## config.mk

```make
export PLATFORM = sky130hd
export DESIGN_NAME = rng_ctl_regs
export DESIGN_NICKNAME = d
export VERILOG_FILES = /design/src/rtl/rng_ctl_pkg.sv /design/src/rtl/rng_op_seq.sv /design/src/rtl/rng_err_track.sv /design/src/rtl/rng_ctl_regs.sv
export SDC_FILE = /design/constraint.sdc
export NUM_CORES = 1
export LEC_CHECK = 0
export BUFFER_PORTS_ARGS = -buffer_cell sky130_fd_sc_hd__buf_4
export CAP_MARGIN = 20
export CORE_MARGIN = 10
export CORE_UTILIZATION = 26
export CTS_CLUSTER_DIAMETER = 30
export DETAILED_ROUTE_END_ITERATION = 8
export PLACE_DENSITY = 0.55
export SYNTH_ARGS = -nofsm -noshare
export SYNTH_HDL_FRONTEND = slang
export SYNTH_SLANG_ARGS = --single-unit
```

## constraint.sdc

```tcl
create_clock -name clk -period 5.95 [get_ports clk]
set_input_delay 0.2975 -clock clk [delete_from_list [all_inputs] [get_ports clk]]
set_output_delay 0.2975 -clock clk [all_outputs]
set_load 0.1 [all_outputs]
```

## src/rtl/rng_ctl_pkg.sv

```systemverilog
package rng_ctl_pkg;
    timeunit 1ns;
    timeprecision 100ps;

    typedef enum logic [1:0] {
        S_IDLE,
        S_SELF_TEST,
        S_SEEDING
    } seq_state_e;

    localparam int OFS_VER  = 'h00;
    localparam int OFS_CMD  = 'h04;
    localparam int OFS_CTRL = 'h08;
    localparam int OFS_STAT = 'h0C;
    localparam int OFS_ERR  = 'h10;
    localparam int OFS_FIFO = 'h14;

    localparam int CMD_ST      = 0;
    localparam int CMD_SEED    = 1;
    localparam int CMD_CLR_DN  = 4;
    localparam int CMD_CLR_ER  = 5;
    localparam int CMD_SW_RST  = 6;

    localparam int ERR_W    = 7;
    localparam int E_LFSR   = 0;
    localparam int E_OSC    = 1;
    localparam int E_ST     = 2;
    localparam int E_STAT   = 3;
    localparam int E_FIFO   = 4;

    localparam logic [7:0] MAJOR_VER = 8'd3;
endpackage

```

## src/rtl/rng_op_seq.sv

```systemverilog
module rng_op_seq
    import rng_ctl_pkg::*;
#(
    parameter int ST_CYCLES   = 12,
    parameter int SEED_CYCLES = 20
) (
    input  logic clk,
    input  logic rst_n,
    input  logic sw_rst,
    input  logic go_st,
    input  logic go_seed,
    input  logic auto_seed,
    input  logic st_bad,
    output logic busy,
    output logic st_fin,
    output logic seed_fin
);
    timeunit 1ns;
    timeprecision 100ps;

    localparam int MAXC  = (ST_CYCLES > SEED_CYCLES) ? ST_CYCLES : SEED_CYCLES;
    localparam int CNT_W = $clog2(MAXC + 1);
    localparam logic [CNT_W-1:0] ST_LOAD   = CNT_W'(ST_CYCLES - 1);
    localparam logic [CNT_W-1:0] SEED_LOAD = CNT_W'(SEED_CYCLES - 1);

    seq_state_e       state_q, state_d;
    logic [CNT_W-1:0] cnt_q, cnt_d;

    always_comb begin
        state_d = state_q;
        cnt_d   = cnt_q;
        unique case (state_q)
            S_IDLE: begin
                if (go_st) begin
                    state_d = S_SELF_TEST;
                    cnt_d   = ST_LOAD;
                end else if (go_seed) begin
                    state_d = S_SEEDING;
                    cnt_d   = SEED_LOAD;
                end
            end
            S_SELF_TEST: begin
                if (cnt_q == '0) begin
                    if (auto_seed && !st_bad) begin
                        state_d = S_SEEDING;
                        cnt_d   = SEED_LOAD;
                    end else begin
                        state_d = S_IDLE;
                    end
                end else begin
                    cnt_d = cnt_q - 1'b1;
                end
            end
            S_SEEDING: begin
                if (cnt_q == '0) state_d = S_IDLE;
                else             cnt_d   = cnt_q - 1'b1;
            end
            default: state_d = S_IDLE;
        endcase
        if (sw_rst) begin
            state_d = S_IDLE;
            cnt_d   = '0;
        end
    end

    always_ff @(posedge clk or negedge rst_n) begin
        if (!rst_n) begin
            state_q <= S_IDLE;
            cnt_q   <= '0;
        end else begin
            state_q <= state_d;
            cnt_q   <= cnt_d;
        end
    end

    always_comb begin
        busy     = 1'b0;
        st_fin   = 1'b0;
        seed_fin = 1'b0;
        unique case (state_q)
            S_IDLE:      ;
            S_SELF_TEST: begin
                busy   = 1'b1;
                st_fin = (cnt_q == '0);
            end
            S_SEEDING: begin
                busy     = 1'b1;
                seed_fin = (cnt_q == '0);
            end
            default: ;
        endcase
    end


    st_countdown_chk: assert property (@(posedge clk) disable iff (!rst_n)
        (state_q == S_SELF_TEST && cnt_q != '0 && !sw_rst)
        |=> (state_q == S_SELF_TEST) && (cnt_q == $past(cnt_q) - 1'b1));


    seed_hold_chk: assert property (@(posedge clk) disable iff (!rst_n)
        (state_q == S_SEEDING && cnt_q != '0 && !sw_rst) |=> (state_q == S_SEEDING));
endmodule

```

## src/rtl/rng_err_track.sv

```systemverilog
module rng_err_track
    import rng_ctl_pkg::*;
(
    input  logic             clk,
    input  logic             rst_n,
    input  logic             sw_rst,
    input  logic             clr,
    input  logic             st_fin,
    input  logic             seed_fin,
    input  logic             inj_osc,
    input  logic             inj_lfsr,
    input  logic             inj_stat,
    input  logic             inj_st,
    input  logic             fifo_err,
    output logic [ERR_W-1:0] err_q
);
    timeunit 1ns;
    timeprecision 100ps;

    logic [ERR_W-1:0] set_v;

    always_comb begin
        set_v = '0;
        if (st_fin) begin
            set_v[E_ST]   = inj_st;
            set_v[E_OSC]  = inj_osc;
            set_v[E_LFSR] = inj_lfsr;
        end
        if (seed_fin) begin
            set_v[E_STAT] = inj_stat;
            set_v[E_OSC]  = set_v[E_OSC] | inj_osc;
        end
        set_v[E_FIFO] = fifo_err;
    end

    always_ff @(posedge clk or negedge rst_n) begin
        if (!rst_n)      err_q <= '0;
        else if (sw_rst) err_q <= '0;
        else             err_q <= (clr ? '0 : err_q) | set_v;
    end


    st_err_src_chk: assert property (@(posedge clk) disable iff (!rst_n)
        $rose(err_q[E_ST]) |-> $past(st_fin && inj_st));
endmodule

```

## src/rtl/rng_ctl_regs.sv

```systemverilog
module rng_ctl_regs
    import rng_ctl_pkg::*;
#(
    parameter int         ADDR_W      = 8,
    parameter int         ST_CYCLES   = 12,
    parameter int         SEED_CYCLES = 20,
    parameter logic [3:0] FIFO_SIZE   = 4'd15,
    parameter logic [3:0] GEN_TYPE    = 4'd1,
    parameter logic [7:0] CHIP_VER    = 8'h10,
    parameter logic [7:0] MINOR_VER   = 8'h00
) (
    input  logic              clk,
    input  logic              rst_n,
    input  logic              bus_sel,
    input  logic              bus_wr,
    input  logic [ADDR_W-1:0] bus_addr,
    input  logic [31:0]       bus_wdata,
    output logic [31:0]       bus_rdata,
    input  logic [3:0]        fifo_level,
    input  logic              fifo_err,
    input  logic [31:0]       fifo_data,
    output logic              fifo_pop,
    input  logic              inj_osc,
    input  logic              inj_lfsr,
    input  logic              inj_stat,
    input  logic              inj_st,
    output logic              irq
);
    timeunit 1ns;
    timeprecision 100ps;

    logic             wr_cmd, wr_ctrl;
    logic             sw_rst, clr_dn, clr_er;
    logic [2:0]       ctrl_q;     // [0] auto-seed, [1] done mask, [2] error mask
    logic             st_done_q, seed_done_q;
    logic             busy, st_fin, seed_fin;
    logic [ERR_W-1:0] err_q;
    logic             err_sum;

    assign wr_cmd  = bus_sel && bus_wr && (bus_addr == ADDR_W'(OFS_CMD));
    assign wr_ctrl = bus_sel && bus_wr && (bus_addr == ADDR_W'(OFS_CTRL));
    assign sw_rst  = wr_cmd && bus_wdata[CMD_SW_RST];
    assign clr_dn  = wr_cmd && bus_wdata[CMD_CLR_DN];
    assign clr_er  = wr_cmd && bus_wdata[CMD_CLR_ER];

    rng_op_seq #(
        .ST_CYCLES  (ST_CYCLES),
        .SEED_CYCLES(SEED_CYCLES)
    ) u_seq (
        .clk      (clk),
        .rst_n    (rst_n),
        .sw_rst   (sw_rst),
        .go_st    (wr_cmd && bus_wdata[CMD_ST]),
        .go_seed  (wr_cmd && bus_wdata[CMD_SEED]),
        .auto_seed(ctrl_q[0]),
        .st_bad   (inj_st | inj_osc | inj_lfsr),
        .busy     (busy),
        .st_fin   (st_fin),
        .seed_fin (seed_fin)
    );

    rng_err_track u_err (
        .clk     (clk),
        .rst_n   (rst_n),
        .sw_rst  (sw_rst),
        .clr     (clr_er),
        .st_fin  (st_fin),
        .seed_fin(seed_fin),
        .inj_osc (inj_osc),
        .inj_lfsr(inj_lfsr),
        .inj_stat(inj_stat),
        .inj_st  (inj_st),
        .fifo_err(fifo_err),
        .err_q   (err_q)
    );

    always_ff @(posedge clk or negedge rst_n) begin
        if (!rst_n) begin
            ctrl_q      <= '0;
            st_done_q   <= 1'b0;
            seed_done_q <= 1'b0;
        end else if (sw_rst) begin
            ctrl_q      <= '0;
            st_done_q   <= 1'b0;
            seed_done_q <= 1'b0;
        end else begin
            if (wr_ctrl) ctrl_q <= bus_wdata[6:4];
            st_done_q   <= st_fin   | (st_done_q   & ~clr_dn);
            seed_done_q <= seed_fin | (seed_done_q & ~clr_dn);
        end
    end

    assign err_sum = |err_q;
    assign irq     = ((st_done_q | seed_done_q) & ~ctrl_q[1]) | (err_sum & ~ctrl_q[2]);

    always_comb begin
        bus_rdata = '0;
        fifo_pop  = 1'b0;
        if (bus_sel && !bus_wr) begin
            unique case (bus_addr)
                ADDR_W'(OFS_VER):  bus_rdata = {GEN_TYPE, 4'b0, CHIP_VER, MAJOR_VER, MINOR_VER};
                ADDR_W'(OFS_CTRL): bus_rdata = {25'b0, ctrl_q, 4'b0};
                ADDR_W'(OFS_STAT): bus_rdata = {15'b0, err_sum, FIFO_SIZE, fifo_level,
                                                2'b0, seed_done_q, st_done_q, 2'b0, busy, 1'b0};
                ADDR_W'(OFS_ERR):  bus_rdata = {{(32-ERR_W){1'b0}}, err_q};
                ADDR_W'(OFS_FIFO): begin
                    bus_rdata = fifo_data;
                    fifo_pop  = 1'b1;
                end
                default: bus_rdata = '0;
            endcase
        end
    end


    sw_rst_clears_chk: assert property (@(posedge clk) disable iff (!rst_n)
        sw_rst |=> (ctrl_q == '0) && !busy && !irq);


    err_clear_chk: assert property (@(posedge clk) disable iff (!rst_n)
        (clr_er && !fifo_err && !st_fin && !seed_fin) |=> (err_q == '0));


    seed_done_set_chk: assert property (@(posedge clk) disable iff (!rst_n)
        (seed_fin && !sw_rst) |=> seed_done_q);
endmodule

```

==> impl_metrics.ini <==
[outcome]
status = completed

[detailed_routing]
vias_per_cell = 4.77
wl_mm = 5.71
wl_per_cell_um = 15.9
route.vias.total = 1714
dr.first_iter.drc_count = 62
postRouteAntennaNets = 0
first_pass_iters = 4
drc = 0

[clocking]
cts_made_buffers = 3
h-tree-depth = 1
cts_hold_buf = 1
cts_resized = 0
clock_latency_ns = 0.25
ctsRootBufferMaster = clkbuf_8
path_clk_slew_ns = 0.07
cts_setup_buffers = 0
clock-sinks = 17
cts_tree = built
cts_max_path_buffers = 2

[placement]
placed_cell_area_mm2 = 0.00225
port_buffers = 91
place_congestion = 0.820
dp_hpwl_mm = 4.91

[synthesis]
async_flop_share_pct = 100
syn-mean-instance-area_um2 = 7.66
ys_warn_count = 0
ys.flop_type = dfrtp_1
syn_nets = 287
synth_seq_cells = 17
synth-edff-count = 0
synth_cells = 198
synth_area_mm2 = 0.00152
seq_area_frac_synth_pct = 28.1
synth_cell_types = 48

[worst_setup_path]
cp-end-kind = primary output
critPathArrivalTime_ns = 2.40
slowest_delay_ns = 0.58
cp-start-kind = primary input
crit_top_cell = buf_4
worstPathRequired_ns = 5.65
slowest_stage = or4_4
crit_buf_inv = 2
path_max_fanout = 6
path_class = in -> out
crit_family = simple AND/OR/NAND/NOR gates
worstPathCellList = buf_4 > or4_4 > or4b_4 > or3_4 > o21ai_1 > buf_4

[floorplanning]
core-area_mm2 = 0.00557
die_area_mm2 = 0.00929
row_count = 27
start_util_pct = 27.2
die-width_um = 96.4
io_pins = 119
die_h_um = 96.4

[timing]
maxSlewHeadroom_pct = 61.8
whs_ns = 0.280
finalMaxSlewViolations = 0
clock_skew_ns = 0.00278
fin_crit_sh_pct = 45.3
min_period_ns = 2.70
setup_viol = 0
rsz0062_at_grt = false
hold_viol_final = 0
fmax_ghz = 0.371
worstMarginPinSlew_ns = 0.569
tns_ns = 0

[global_routing]
grt_max_degree = 21
grt_overflow = 0
antenna_found_initial = 0
grt_pass1_vias = 1682
grt_util_all_layers_pct = 11.7
grt_pass1_wl_mm = 8.73

[pwr]
p_comb_share_pct = 49.0
seq_power_share_pct = 33.4
power_frac_clock_pct = 17.6
net-switching-power_mw = 0.183
ir_worst_vdd_mv = 0.195
internal_power_mw = 0.302
power.density_mw_per_mm2 = 210
total_power_mw = 0.485
switching_share_pct = 37.8
p_leak_nw = 1.09

[finish]
nFillCells = 593
finish.instance_area_mm2 = 0.00231
nNetsFinal = 377
post-route-util_pct = 41.4
diodes = 0
areaGrowthSynthToFinish_pct = 52.2
drive_above_1_share_pct = 38.7

[flow_run]
cap_violations = 0

[worst_hold_path]
holdCritPathClass = in -> reg
## worst register-to-register path, delay by kind of cell (launching register included)
family          cells  cell delay, ns
fa+ha+maj           1            0.21
buf+inv             2            0.31
flops               1            0.40
simple gates        3            0.49
compound gates      2            0.42
## kinds of logic (layout without fill, tap and decap cells)
| group | after synthesis | after routing | share of synthesized area, % |
|---|---|---|---|
| simple gates | 102 | 102 | 35.2 |
| compound gates | 45 | 45 | 20.8 |
| buf+inv | 20 | 109 | 5.94 |
| flops | 17 | 17 | 28.1 |
| mux | 9 | 9 | 6.11 |
| fa+ha+maj | 4 | 4 | 3.30 |
| xor+xnor | 1 | 1 | 0.578 |
## final timing paths
check                           slack [ns]                      endpoint  cells after the start                          from
min in group asynchronous             0.44    u_seq.cnt_q[4]$_DFFE_PN0P_                      2                         rst_n
worst max-delay path                  3.25                 bus_rdata[16]                      6                   bus_addr[5]
worst min register to register        0.52  u_seq.state_q[1]$_DFFE_PN0P_                      2  u_seq.state_q[1]$_DFFE_PN0P_
worst max register to register        4.02    u_seq.cnt_q[4]$_DFFE_PN0P_                      8    u_seq.cnt_q[0]$_DFFE_PN0P_
max in group asynchronous             5.32         seed_done_q$_DFF_PN0_                      2                         rst_n
worst min-delay path                  0.28      u_err.err_q[4]$_DFF_PN0_                      3                      fifo_err
## metrics by stage
| step | std cells | setup slack [ns] |
|---|---|---|
| 5_1_grt | 359 | 3.03 |
| 2_1_floorplan | 198 | 2.20 |
| 3_3_place_gp | 354 | 3.26 |
| 4_1_cts | 359 | 3.25 |
| 6_report | 359 | 3.25 |
| 3_5_place_dp | 354 | 3.25 |
## synthesized netlist by cell type (2+ instances only)
master / n / share of area [%]
a32oi_1: 2 / 1.2
mux2_2: 2 / 1.5
or3_1: 3 / 1.2
clkbuf_1: 5 / 1.2
or2_2: 2 / 0.82
nor3_1: 5 / 1.6
a31oi_1: 3 / 1.2
nor2_1: 29 / 7.2
a21oi_1: 12 / 4.0
ha_1: 4 / 3.3
and2_1: 15 / 6.2
a22oi_1: 4 / 2.0
and3_1: 2 / 0.82
mux2i_1: 7 / 4.6
o22ai_1: 3 / 1.2
a22o_1: 3 / 1.7
or4_1: 2 / 0.99
o21ai_0: 4 / 1.3
dfrtp_1: 17 / 28
nand4_1: 2 / 0.82
o31ai_1: 2 / 0.99
buf_6: 2 / 1.5
inv_1: 12 / 3.0
o21ai_1: 2 / 0.66
nand2_1: 29 / 7.2
nand3_1: 3 / 0.99
## layer usage
layer  GRT usage [%]  vias to the layer above  part of all wire [%]  wire length, µm
met3            3.62                        2                    12              690
li1                -                      881                     -                -
met2            18.8                       76                    43             2430
met1            15.1                      755                    45             2570
met5               0                        -                     0                0
met4            2.18                        0                  0.30               17
## layout by cell type, fill, tap and decap left out, types with 2 or more instances in the layout
master / Yosys / routed
buf_4: 0 / 92
nand2_1: 29 / 29
and2_1: 15 / 15
o31ai_1: 2 / 2
a21oi_1: 12 / 12
a22o_1: 3 / 3
or4_1: 2 / 2
o21ai_1: 2 / 2
or3_1: 3 / 3
mux2i_1: 7 / 7
nor3_1: 5 / 5
a32oi_1: 2 / 2
o22ai_1: 3 / 3
clkbuf_8: 0 / 3
a22oi_1: 4 / 4
inv_1: 12 / 12
o21ai_0: 4 / 4
ha_1: 4 / 4
and3_1: 2 / 2
nor2_1: 29 / 29
nand3_1: 3 / 3
or2_2: 2 / 2
dfrtp_1: 17 / 17
nand4_1: 2 / 2
a31oi_1: 3 / 3
mux2_2: 2 / 2
## power by group through the flow
stage	Clock, mW	Sequential (mW)	Combinational [mW]
floorplan	0	0.158	0.166
global placement	0	0.164	0.237
detailed placement	0	0.163	0.237
CTS	0.0906	0.161	0.240
global route	0.0965	0.167	0.273
finish	0.0853	0.162	0.238
## area by class of cell
class                   count  area (µm²)  share of cell area, %
multi-input cells         161        1000                   43.4
repair buffers             93         701                   30.4
flip-flops and latches     17         425                   18.4
well taps                  72        90.1                   3.90
inverters                  12        45.0                   1.95
clock buffers               3        41.3                   1.79
clock inverters             1        5.00                  0.217
## flip-flops by register name, indices dropped and copies added (netlist names)
name,flops
u_seq.cnt_q,5
u_err.err_q,5
ctrl_q,3
u_seq.state_q,2
seed_done_q,1
st_done_q,1
Note: power is estimated with default switching activity, not from simulation.
